===== src/rtl/lcd_stream_pkg.sv =====
package lcd_stream_pkg;

  localparam int MEM_W = 16;
  localparam int CH_W  = 8;
  localparam int RGB_W = 3 * CH_W;

  typedef enum logic [1:0] {V_SYNC, V_BACK, V_ACT, V_FRONT} vRegion_e;
  typedef enum logic [1:0] {H_ACT, H_FRONT, H_SYNC, H_BACK} hSeg_e;

  // per-slot strobes from control to datapath
  typedef struct packed {
    logic load;      // slot second phase: capture pixel and sync levels
    logic pixValid;  // visible pixel, memory data valid
    logic hs;
    logic vs;
    logic lastCol;   // last slot of the visible segment
    logic wide;      // 5-6-5 format in force for this frame
  } pixCtl_t;

endpackage


===== src/rtl/lcd_stream_ctrl.sv =====
module lcd_stream_ctrl
  import lcd_stream_pkg::*;
#(
  parameter int H_W       = 11,
  parameter int V_W       = 10,
  parameter int ADDR_W    = 19,
  parameter int BURST_LEN = 16
) (
  input  logic              clk,
  input  logic              rstN,
  input  logic              pause,
  input  logic              burstKick,
  input  logic              wideMode,
  input  logic [H_W-1:0]    hActive,
  input  logic [H_W-1:0]    hFront,
  input  logic [H_W-1:0]    hSyncW,
  input  logic [H_W-1:0]    hBack,
  input  logic [V_W-1:0]    vActive,
  input  logic [V_W-1:0]    vFront,
  input  logic [V_W-1:0]    vSyncW,
  input  logic [V_W-1:0]    vBack,
  output logic              memRdEn,
  output logic [ADDR_W-1:0] memAddr,
  output pixCtl_t           ctl
);

  localparam int BC_W = $clog2(BURST_LEN + 1);
  localparam logic [BC_W-1:0] BURST_LAST = BC_W'(BURST_LEN - 1);
  localparam logic [H_W-1:0]  H_ONE = 1;
  localparam logic [V_W-1:0]  V_ONE = 1;

  // frame-captured timing
  logic [H_W-1:0] cHA, cHF, cHS, cHB;
  logic [V_W-1:0] cVA, cVF, cVS, cVB;
  logic           cWide;

  logic              needLoad, ph, waitKick;
  vRegion_e          vReg;
  hSeg_e             hSeg;
  logic [H_W-1:0]    hCnt, hLen;
  logic [V_W-1:0]    vCnt, vLen;
  logic [BC_W-1:0]   burstCnt;
  logic [ADDR_W-1:0] rdAddr;
  logic              actPix, atBurstStart, startSlot, segEnd;

  always_comb begin
    case (hSeg)
      H_ACT:   hLen = cHA;
      H_FRONT: hLen = cHF;
      H_SYNC:  hLen = cHS;
      default: hLen = cHB;
    endcase
    case (vReg)
      V_SYNC:  vLen = cVS;
      V_BACK:  vLen = cVB;
      V_ACT:   vLen = cVA;
      default: vLen = cVF;
    endcase
  end

  assign actPix       = (vReg == V_ACT) && (hSeg == H_ACT);
  assign atBurstStart = !actPix || (burstCnt == '0);
  assign startSlot    = !needLoad && !ph && !waitKick && !(pause && atBurstStart);
  assign segEnd       = (hCnt == hLen - H_ONE);

  assign memRdEn = startSlot && actPix;
  assign memAddr = rdAddr;

  assign ctl.load     = ph;
  assign ctl.pixValid = actPix;
  assign ctl.hs       = (hSeg == H_SYNC);
  assign ctl.vs       = (vReg == V_SYNC);
  assign ctl.lastCol  = (hSeg == H_ACT) && (hCnt == cHA - H_ONE);
  assign ctl.wide     = cWide;

  always_ff @(posedge clk or negedge rstN) begin
    if (!rstN) begin
      {cHA, cHF, cHS, cHB} <= '0;
      {cVA, cVF, cVS, cVB} <= '0;
      cWide    <= 1'b0;
      needLoad <= 1'b1;
      ph       <= 1'b0;
      waitKick <= 1'b0;
      vReg     <= V_SYNC;
      hSeg     <= H_ACT;
      hCnt     <= '0;
      vCnt     <= '0;
      burstCnt <= '0;
      rdAddr   <= '0;
    end else begin
      if (waitKick && burstKick) waitKick <= 1'b0;
      if (needLoad) begin
        cHA <= hActive; cHF <= hFront; cHS <= hSyncW; cHB <= hBack;
        cVA <= vActive; cVF <= vFront; cVS <= vSyncW; cVB <= vBack;
        cWide    <= wideMode;
        needLoad <= 1'b0;
      end else if (startSlot) begin
        ph <= 1'b1;
      end else if (ph) begin
        ph   <= 1'b0;
        hCnt <= hCnt + H_ONE;
        if (actPix) begin
          rdAddr   <= rdAddr + 1'b1;
          burstCnt <= burstCnt + 1'b1;
        end
        if (segEnd) begin
          hCnt     <= '0;
          burstCnt <= '0;
          case (hSeg)
            H_ACT:   hSeg <= H_FRONT;
            H_FRONT: hSeg <= H_SYNC;
            H_SYNC:  hSeg <= H_BACK;
            default: begin
              hSeg <= H_ACT;
              vCnt <= vCnt + V_ONE;
              if (vCnt == vLen - V_ONE) begin
                vCnt <= '0;
                case (vReg)
                  V_SYNC:  vReg <= V_BACK;
                  V_BACK:  vReg <= V_ACT;
                  V_ACT:   vReg <= V_FRONT;
                  default: begin
                    vReg     <= V_SYNC;
                    needLoad <= 1'b1;
                    rdAddr   <= '0;
                  end
                endcase
              end
            end
          endcase
        end else if (actPix && burstCnt == BURST_LAST) begin
          burstCnt <= '0;
          waitKick <= 1'b1;
        end
      end
    end
  end

endmodule


===== src/rtl/lcd_stream_dpath.sv =====
module lcd_stream_dpath
  import lcd_stream_pkg::*;
(
  input  logic             clk,
  input  logic             rstN,
  input  pixCtl_t          ctl,
  input  logic [MEM_W-1:0] memRdData,
  output logic [RGB_W-1:0] pixData,
  output logic             pixStrobe,
  output logic             hSync,
  output logic             vSync,
  output logic             den,
  output logic             lineDone
);

  logic             loadQ, lastQ;
  logic [RGB_W-1:0] rgbWide, rgbNarrow, rgbSel;

  // channel widening: replicate from the MSB downward
  assign rgbNarrow = {memRdData[7:5], memRdData[7:5], memRdData[7:6],
                      memRdData[4:2], memRdData[4:2], memRdData[4:3],
                      {4{memRdData[1:0]}}};
  assign rgbWide   = {memRdData[15:11], memRdData[15:13],
                      memRdData[10:5],  memRdData[10:9],
                      memRdData[4:0],   memRdData[4:2]};
  assign rgbSel    = ctl.wide ? rgbWide : rgbNarrow;

  always_ff @(posedge clk or negedge rstN) begin
    if (!rstN) begin
      loadQ     <= 1'b0;
      lastQ     <= 1'b0;
      pixStrobe <= 1'b0;
      lineDone  <= 1'b0;
      pixData   <= '0;
      hSync     <= 1'b0;
      vSync     <= 1'b0;
      den       <= 1'b0;
    end else begin
      loadQ     <= ctl.load;
      lastQ     <= ctl.load && ctl.lastCol;
      pixStrobe <= loadQ;
      lineDone  <= lastQ;
      if (ctl.load) begin
        pixData <= ctl.pixValid ? rgbSel : '0;
        hSync   <= ctl.hs;
        vSync   <= ctl.vs;
        den     <= ctl.pixValid;
      end
    end
  end

endmodule


===== src/rtl/lcd_line_streamer.sv =====
module lcd_line_streamer
  import lcd_stream_pkg::*;
#(
  parameter int H_W       = 11,
  parameter int V_W       = 10,
  parameter int ADDR_W    = 19,
  parameter int BURST_LEN = 16
) (
  input  logic              clk,
  input  logic              rstN,
  input  logic              pause,
  input  logic              burstKick,
  input  logic              wideMode,
  input  logic [H_W-1:0]    hActive,
  input  logic [H_W-1:0]    hFront,
  input  logic [H_W-1:0]    hSyncW,
  input  logic [H_W-1:0]    hBack,
  input  logic [V_W-1:0]    vActive,
  input  logic [V_W-1:0]    vFront,
  input  logic [V_W-1:0]    vSyncW,
  input  logic [V_W-1:0]    vBack,
  input  logic [15:0]       memRdData,
  output logic              memRdEn,
  output logic [ADDR_W-1:0] memAddr,
  output logic [23:0]       pixData,
  output logic              pixStrobe,
  output logic              hSync,
  output logic              vSync,
  output logic              den,
  output logic              lineDone
);

  pixCtl_t ctl;

  lcd_stream_ctrl #(
    .H_W(H_W), .V_W(V_W), .ADDR_W(ADDR_W), .BURST_LEN(BURST_LEN)
  ) u_ctrl (
    .clk(clk), .rstN(rstN), .pause(pause), .burstKick(burstKick),
    .wideMode(wideMode),
    .hActive(hActive), .hFront(hFront), .hSyncW(hSyncW), .hBack(hBack),
    .vActive(vActive), .vFront(vFront), .vSyncW(vSyncW), .vBack(vBack),
    .memRdEn(memRdEn), .memAddr(memAddr), .ctl(ctl)
  );

  lcd_stream_dpath u_dpath (
    .clk(clk), .rstN(rstN), .ctl(ctl), .memRdData(memRdData),
    .pixData(pixData), .pixStrobe(pixStrobe), .hSync(hSync),
    .vSync(vSync), .den(den), .lineDone(lineDone)
  );

endmodule


===== config.mk =====
export PLATFORM = sky130hd
export DESIGN_NAME = lcd_line_streamer
export DESIGN_NICKNAME = d
export VERILOG_FILES = /design/src/rtl/lcd_stream_pkg.sv /design/src/rtl/lcd_stream_ctrl.sv /design/src/rtl/lcd_stream_dpath.sv /design/src/rtl/lcd_line_streamer.sv
export SDC_FILE = /design/constraint.sdc
export NUM_CORES = 1
export LEC_CHECK = 0
export CAP_MARGIN = 20
export CORE_MARGIN = 2
export CORE_UTILIZATION = 55
export CTS_CLUSTER_DIAMETER = 150
export DETAILED_ROUTE_END_ITERATION = 12
export PLACE_DENSITY = 0.83
export SYNTH_ARGS = -nofsm -noshare
export SYNTH_HDL_FRONTEND = slang
export SYNTH_SLANG_ARGS = --single-unit

===== constraint.sdc =====
create_clock -name clk -period 12 [get_ports clk]
set_clock_uncertainty 0.15 [all_clocks]
set_input_delay 1.8 -clock clk [delete_from_list [all_inputs] [get_ports clk]]
set_output_delay 1.8 -clock clk [all_outputs]
set_load 0.01 [all_outputs]

# Word-level counts from Yosys, hierarchy flattened
# Index checks and enable logic that the tools add are counted.
# Widths: inputs -> output; s select.
classes:
  add_sub_neg: 7
  eq_ne: 8
  n_mux: 30
  bitwise: 3
  reduce_logical: 27
op_table:
  columns: ["cell", "count"]
  rows:
  - ["$mux 19", 5]
  - ["$mux 24", 2]
  - ["$pmux 11 s3", 1]
  - ["$pmux 10 s3", 1]
  - ["$eq 11x11->1", 2]
  - ["$sub 11x1->11 const B", 2]
  - ["$add 19x1->19 const B", 1]
  - ["$mux 5", 3]
  - ["$mux 1", 14]
  - ["$pmux 2 s3", 2]
  - ["$add 11x1->11 const B", 1]
  - ["$mux 11", 1]
  - ["$add 10x1->10 const B", 1]
  - ["$eq 10x10->1", 1]
  - ["$logic_and 1x1->1", 10]
  - ["$mux 10", 1]
  - ["$sub 10x1->10 const B", 1]
  - ["$reduce_and 4->1", 2]
  - ["$reduce_and 6->1", 1]
  - ["$reduce_or 3->1", 2]
  - ["$add 5x1->5 const B", 1]
  - ["$eq 5x4->1 const B", 1]
  - ["$logic_not 1->1", 5]
  - ["$logic_not 5->1", 1]
  - ["other kinds (8)", 13]
word_totals:
  register_bits: 168
  input_bits: 105
  out_inout_bits: 49

# Depth between registers and ports, before layout
depth:
  depth_word: 10
  mapped_depth: 17

# By module
# A second synthesis with hierarchy kept.
unflattened:
  cells_unflattened: 863
  hier_area_um2: 8976.1
modules_own_cells:
  columns: ["module", "instances", "cells_each", "area_per_inst_um2", "seq_area_each_um2"]
  rows:
  - ["lcd_stream_ctrl", 1, 752, 7664.9, 3429.5]
  - ["lcd_stream_dpath", 1, 111, 1311.3, 725.7]

# Worst setup path after synthesis
# Ideal clock, no wire load.
synth_timing:
  kind: "in2out"
  startpoint: "in pause"
  endpoint: "out memRdEn"
  arrival_time_ns: 2.000
  required_time_ns: 10.050
  slack_ns: 8.050
  cell_stages: 1
  path_buffers: 0
  path_cell_list: "a21oi_1"
synth_between:
  elab_chain_len: 4
synth_rtl:
  columns: ["element", "line", "source"]
  rows:
  - ["from (decl)", "lcd_line_streamer.sv:11", "input logic pause,"]
  - ["$logic_and 1x1->1", "lcd_stream_ctrl.sv:63", "assign startSlot = !needLoad && !ph && !waitKick && !(pause && atBurstStart);"]
  - ["$logic_not 1->1", "lcd_stream_ctrl.sv:63", null]
  - ["$logic_and 1x1->1", "lcd_stream_ctrl.sv:63", null]
  - ["$logic_and 1x1->1", "lcd_stream_ctrl.sv:66", "assign memRdEn = startSlot && actPix;"]
  - ["to (decl)", "lcd_line_streamer.sv:23", "output logic memRdEn,"]
# Every way passes these cells.

# Worst setup path after layout
# Same ends and word-level chain as after synthesis.

==> reports/qor_table.md <==
| Stage | Item | This run |
|---|---|---|
| route | Final Routed Wirelength | 19900 um |
| floorplanning | Chip width | 130 um |
| cts | Latest clock arrival within the worst-skew pair | 0.42 ns |
| yosys | Number of synthesized register bits | 166 |
| power and ir drop | Total power divided by cell area | 136 nW/um^2 |
| placed design | Number of buffers added on ports | 153 |
| yosys | Syn Nets | 971 |
| route | Detailed-route vias per instance | 5.72 |
| grt | Pin count of the biggest net entering global routing | 107 |
| power and ir drop | Total power | 1500 uW |
| timing | Total count of max-transition violations in the final report | 0 |
| cells and area | Leading cell type in the layout, fill and taps excluded | sky130_fd_sc_hd__dfrtp_1 |
| grt | Total Routing Usage GR | 0.241 |
| cells and area | P&R area growth vs syn | 26.4% |
| cells and area | Post-layout instance area | 11100 um^2 |
| worst setup path | Maximum single-stage delay on the critical path | 0.54 ns |
| worst setup path | Category of the worst setup path launch point | input port |
| yosys | Primary flip-flop cell chosen by synthesis mapping | sky130_fd_sc_hd__dfrtp_1 |
| worst setup path | Critical path data required time | 10.05 ns |
| timing | Final hold slack | 0.198 ns |
| status | Outcome | completed |
| worst setup path | Signal arrival time at the worst endpoint | 2.89 ns |
| yosys | Asr flop ratio synth | 1.00 |
| grt | Initial antenna violation count | 0 |
| flow run | Max Cap Violations | 0 |
| cts | Number of clock buffers inserted by TritonCTS | 17 |
| timing | Setup-violating endpoint count in the final report | 0 |
| floorplanning | Chip height | 130 um |
| grt | Vias in the first global route | 6720 |
| placed design | HPWL after DPL | 14100 um |
| yosys | Post-Syn Area per Cell | 10.3 um^2 |
| cts | Number of buffers added for setup after CTS | 0 |
| timing | RSZ-0062 raised after global routing | no |
| route | Antenna-violating nets left | 0 |
| cells and area | Fraction of final layout cells with drive strength greater than 1 | 0.134 |
| timing | Relative slew margins | 0.284 |
| yosys | Number of warnings printed during yosys synthesis | 0 |
| grt | Global-route wire length before repair | 32500 um |
| power and ir drop | Cell leakage power | 0.00493 uW |
| timing | Final Hold Vio Count | 0 |
| cells and area | Count of inserted antenna diode cells | 0 |
| floorplanning | Initial Utilization | 0.557 |
| yosys | Post-synth cell types | 64 |
| placed design | Placer's final routability congestion estimate | 0.877 |
| grt | Total overflow reported by the global router | 0 |
| route | Via count | 6896 |
| worst setup path | Critical Path Slowest Stage Cell | sky130_fd_sc_hd__clkdlybuf4s50_1 |
| yosys | Post-synthesis cell area | 8760 um^2 |
| cells and area | Nets | 1100 |
| route | Residual DRC | 0 |
| floorplanning | Die ar. | 16900 um^2 |
| timing | Worst slew pin tran | 1.07 ns |
| timing | Portion of the clock cycle consumed by the worst path in the final layout | 0.404 |
| cts | Reg clk slew, reported paths | 0.06 ns |
| worst setup path | Top cell family by delay on the critical path | buffers and inverters |
| worst setup path | Crit path capture type | primary output |
| cts | Number of buffers added to fix hold violations after cts | 0 |
| cells and area | Most frequent cells in the layout | 165 x sky130_fd_sc_hd__dfrtp_1, 152 x sky130_fd_sc_hd__clkdlybuf4s50_1, 83 x sky130_fd_sc_hd__mux2_2, 62 x sky130_fd_sc_hd__nand2_1, 62 x sky130_fd_sc_hd__nor2_1 |
| yosys | Mapped Cells | 849 |
| floorplanning | Row cnt | 46 |
| floorplanning | IO Pins | 154 |
| timing | Sum of negative setup slack | 0 ns |
| worst setup path | Crit Path Max Fanout | 2 |
| worst setup path | Critical Path Most Common Cell | sky130_fd_sc_hd__clkdlybuf4s50_1 |
| power and ir drop | Peak supply drop | 0.117 mV |
| min path | Class of the most critical hold timing path | flip-flop to flip-flop |
| cts | Total clock sinks | 166 |
| route | Initial DRC count | 500 |
| cts | CTS tree | yes |
| worst setup path | Buf+Inv Stages, Crit Path | 2 |
| floorplanning | Floorplan Core Area | 15700 um^2 |
| timing | Highest clock rate | 207 MHz |
| cts | Maximum level of the CTS H-tree | 4 |
| worst setup path | Type of the worst setup path | input port to primary output |
| worst setup path | Critical Path, Cell by Cell | clkdlybuf4s50_1, a21oi_1, clkdlybuf4s50_1 |
| placed design | Post-place instance area | 10400 um^2 |
| route | TritonRoute pass-1 iters | 5 |
| yosys | Share of the yosys chip area belonging to registers | 0.475 |
| timing | Period minus WS final | 4.84 ns |
| cts | Clock Root Buffer | sky130_fd_sc_hd__clkbuf_16 |
| route | Final routed wire length divided by cell count | 16.5 um |
| yosys | Post-synth EDFFs | 0 |
| cts | Max clock buf depth | 2 |
| cts | CTS-repair resized insts | 0 |
-- where the power goes --
| part | internal [uW] | switching [uW] |
|---|---|---|
| Combinational | 126 | 169 |
| Clock | 392 | 219 |
| Sequential | 573 | 21.8 |
-- layer usage --
| metal | part of all wire | wire length (um) | global-route usage | up-vias |
|---|---|---|---|---|
| li1 | - | - | - | 3257 |
| met1 | 0.45 | 9030 | 0.331 | 3364 |
| met2 | 0.47 | 9410 | 0.387 | 257 |
| met3 | 0.061 | 1210 | 0.0480 | 18 |
| met4 | 0.012 | 238 | 0.0778 | 0 |
| met5 | 0 | 0 | 0 | - |
-- metrics by stage --
step | worst slack [ns] | utilization | cells
finish | 7.16 | 0.705 | 1206
detailed placement | 7.16 | 0.660 | 1174
CTS | 7.15 | 0.703 | 1205
floorplan | 8.05 | - | 849
global route | 6.87 | 0.705 | 1206
global placement | 7.17 | 0.660 | 1174
-- path summary, 6_finish.rpt --
check	startpoint	end	slack [ns]	cells past startpoint
max reg2reg	u_ctrl.vReg[0]	u_ctrl.memAddr[13]	7.42	13
max	pause	memRdEn	7.16	3
min in group asynchronous	rstN	u_ctrl.memAddr[13]	1.29	1
min	u_dpath.loadQ	u_dpath.pixStrobe	0.20	0
max in group asynchronous	rstN	u_ctrl.needLoad	9.31	3
min reg2reg	u_dpath.loadQ	u_dpath.pixStrobe	0.20	0
-- kinds of logic after synthesis --
group	synth area share
XOR/XNOR	0.0666
AO/OA/AOI/OAI	0.115
buffers and inverters	0.0463
multiplexers	0.126
AND/OR/NAND/NOR	0.147
adder cells (fa/ha/maj)	0.0243
flip-flops	0.475
-- registers in the layout (all words and copies together), names as in the netlist, 11 cells and up --
signal	count
u_ctrl.cHB	11
u_ctrl.cHF	11
u_ctrl.cHA	11
u_ctrl.cHS	11
u_ctrl.hCnt	11
u_dpath.pixData	22
u_ctrl.memAddr	19
-- Yosys cell counts (13+ instances only) --
| cell type | count | share of area |
|---|---|---|
| sky130_fd_sc_hd__dfrtp_1 | 165 | 0.47 |
| sky130_fd_sc_hd__mux2_2 | 83 | 0.11 |
| sky130_fd_sc_hd__nand2_1 | 62 | 0.027 |
| sky130_fd_sc_hd__nor2_1 | 62 | 0.027 |
| sky130_fd_sc_hd__inv_1 | 52 | 0.022 |
| sky130_fd_sc_hd__a21oi_1 | 42 | 0.024 |
| sky130_fd_sc_hd__xnor2_1 | 40 | 0.040 |
| sky130_fd_sc_hd__o21ai_0 | 35 | 0.020 |
| sky130_fd_sc_hd__clkbuf_1 | 28 | 0.012 |
| sky130_fd_sc_hd__xor2_1 | 24 | 0.024 |
| sky130_fd_sc_hd__nand3_1 | 22 | 0.013 |
| sky130_fd_sc_hd__ha_1 | 17 | 0.024 |
| sky130_fd_sc_hd__a222oi_1 | 15 | 0.017 |
| sky130_fd_sc_hd__mux2i_1 | 15 | 0.017 |
| sky130_fd_sc_hd__o22ai_1 | 14 | 0.010 |
| sky130_fd_sc_hd__nand4_1 | 13 | 0.0093 |
-- worst reg2reg max path, delay by kind of cell, from the launching register on --
family | cells | cell delay, ns
AND/OR/NAND/NOR | 5 | 1.70
multiplexers | 1 | 0.42
flip-flops | 1 | 0.41
adder cells (fa/ha/maj) | 2 | 0.80
buffers and inverters | 2 | 0.26
AO/OA/AOI/OAI | 3 | 0.68
-- cell type report --
cell class                      count  area [um^2]
Clock buffer                       21          480
Tap cell                          216          270
Sequential cell                   166         4160
Multi-Input combinational cell    584         4200
Fill cell                        1156         4640
Clock inverter                     10          191
Timing Repair Buffer              156         1580
Inverter                           53          199
Note: power is estimated with default switching activity, not from simulation.
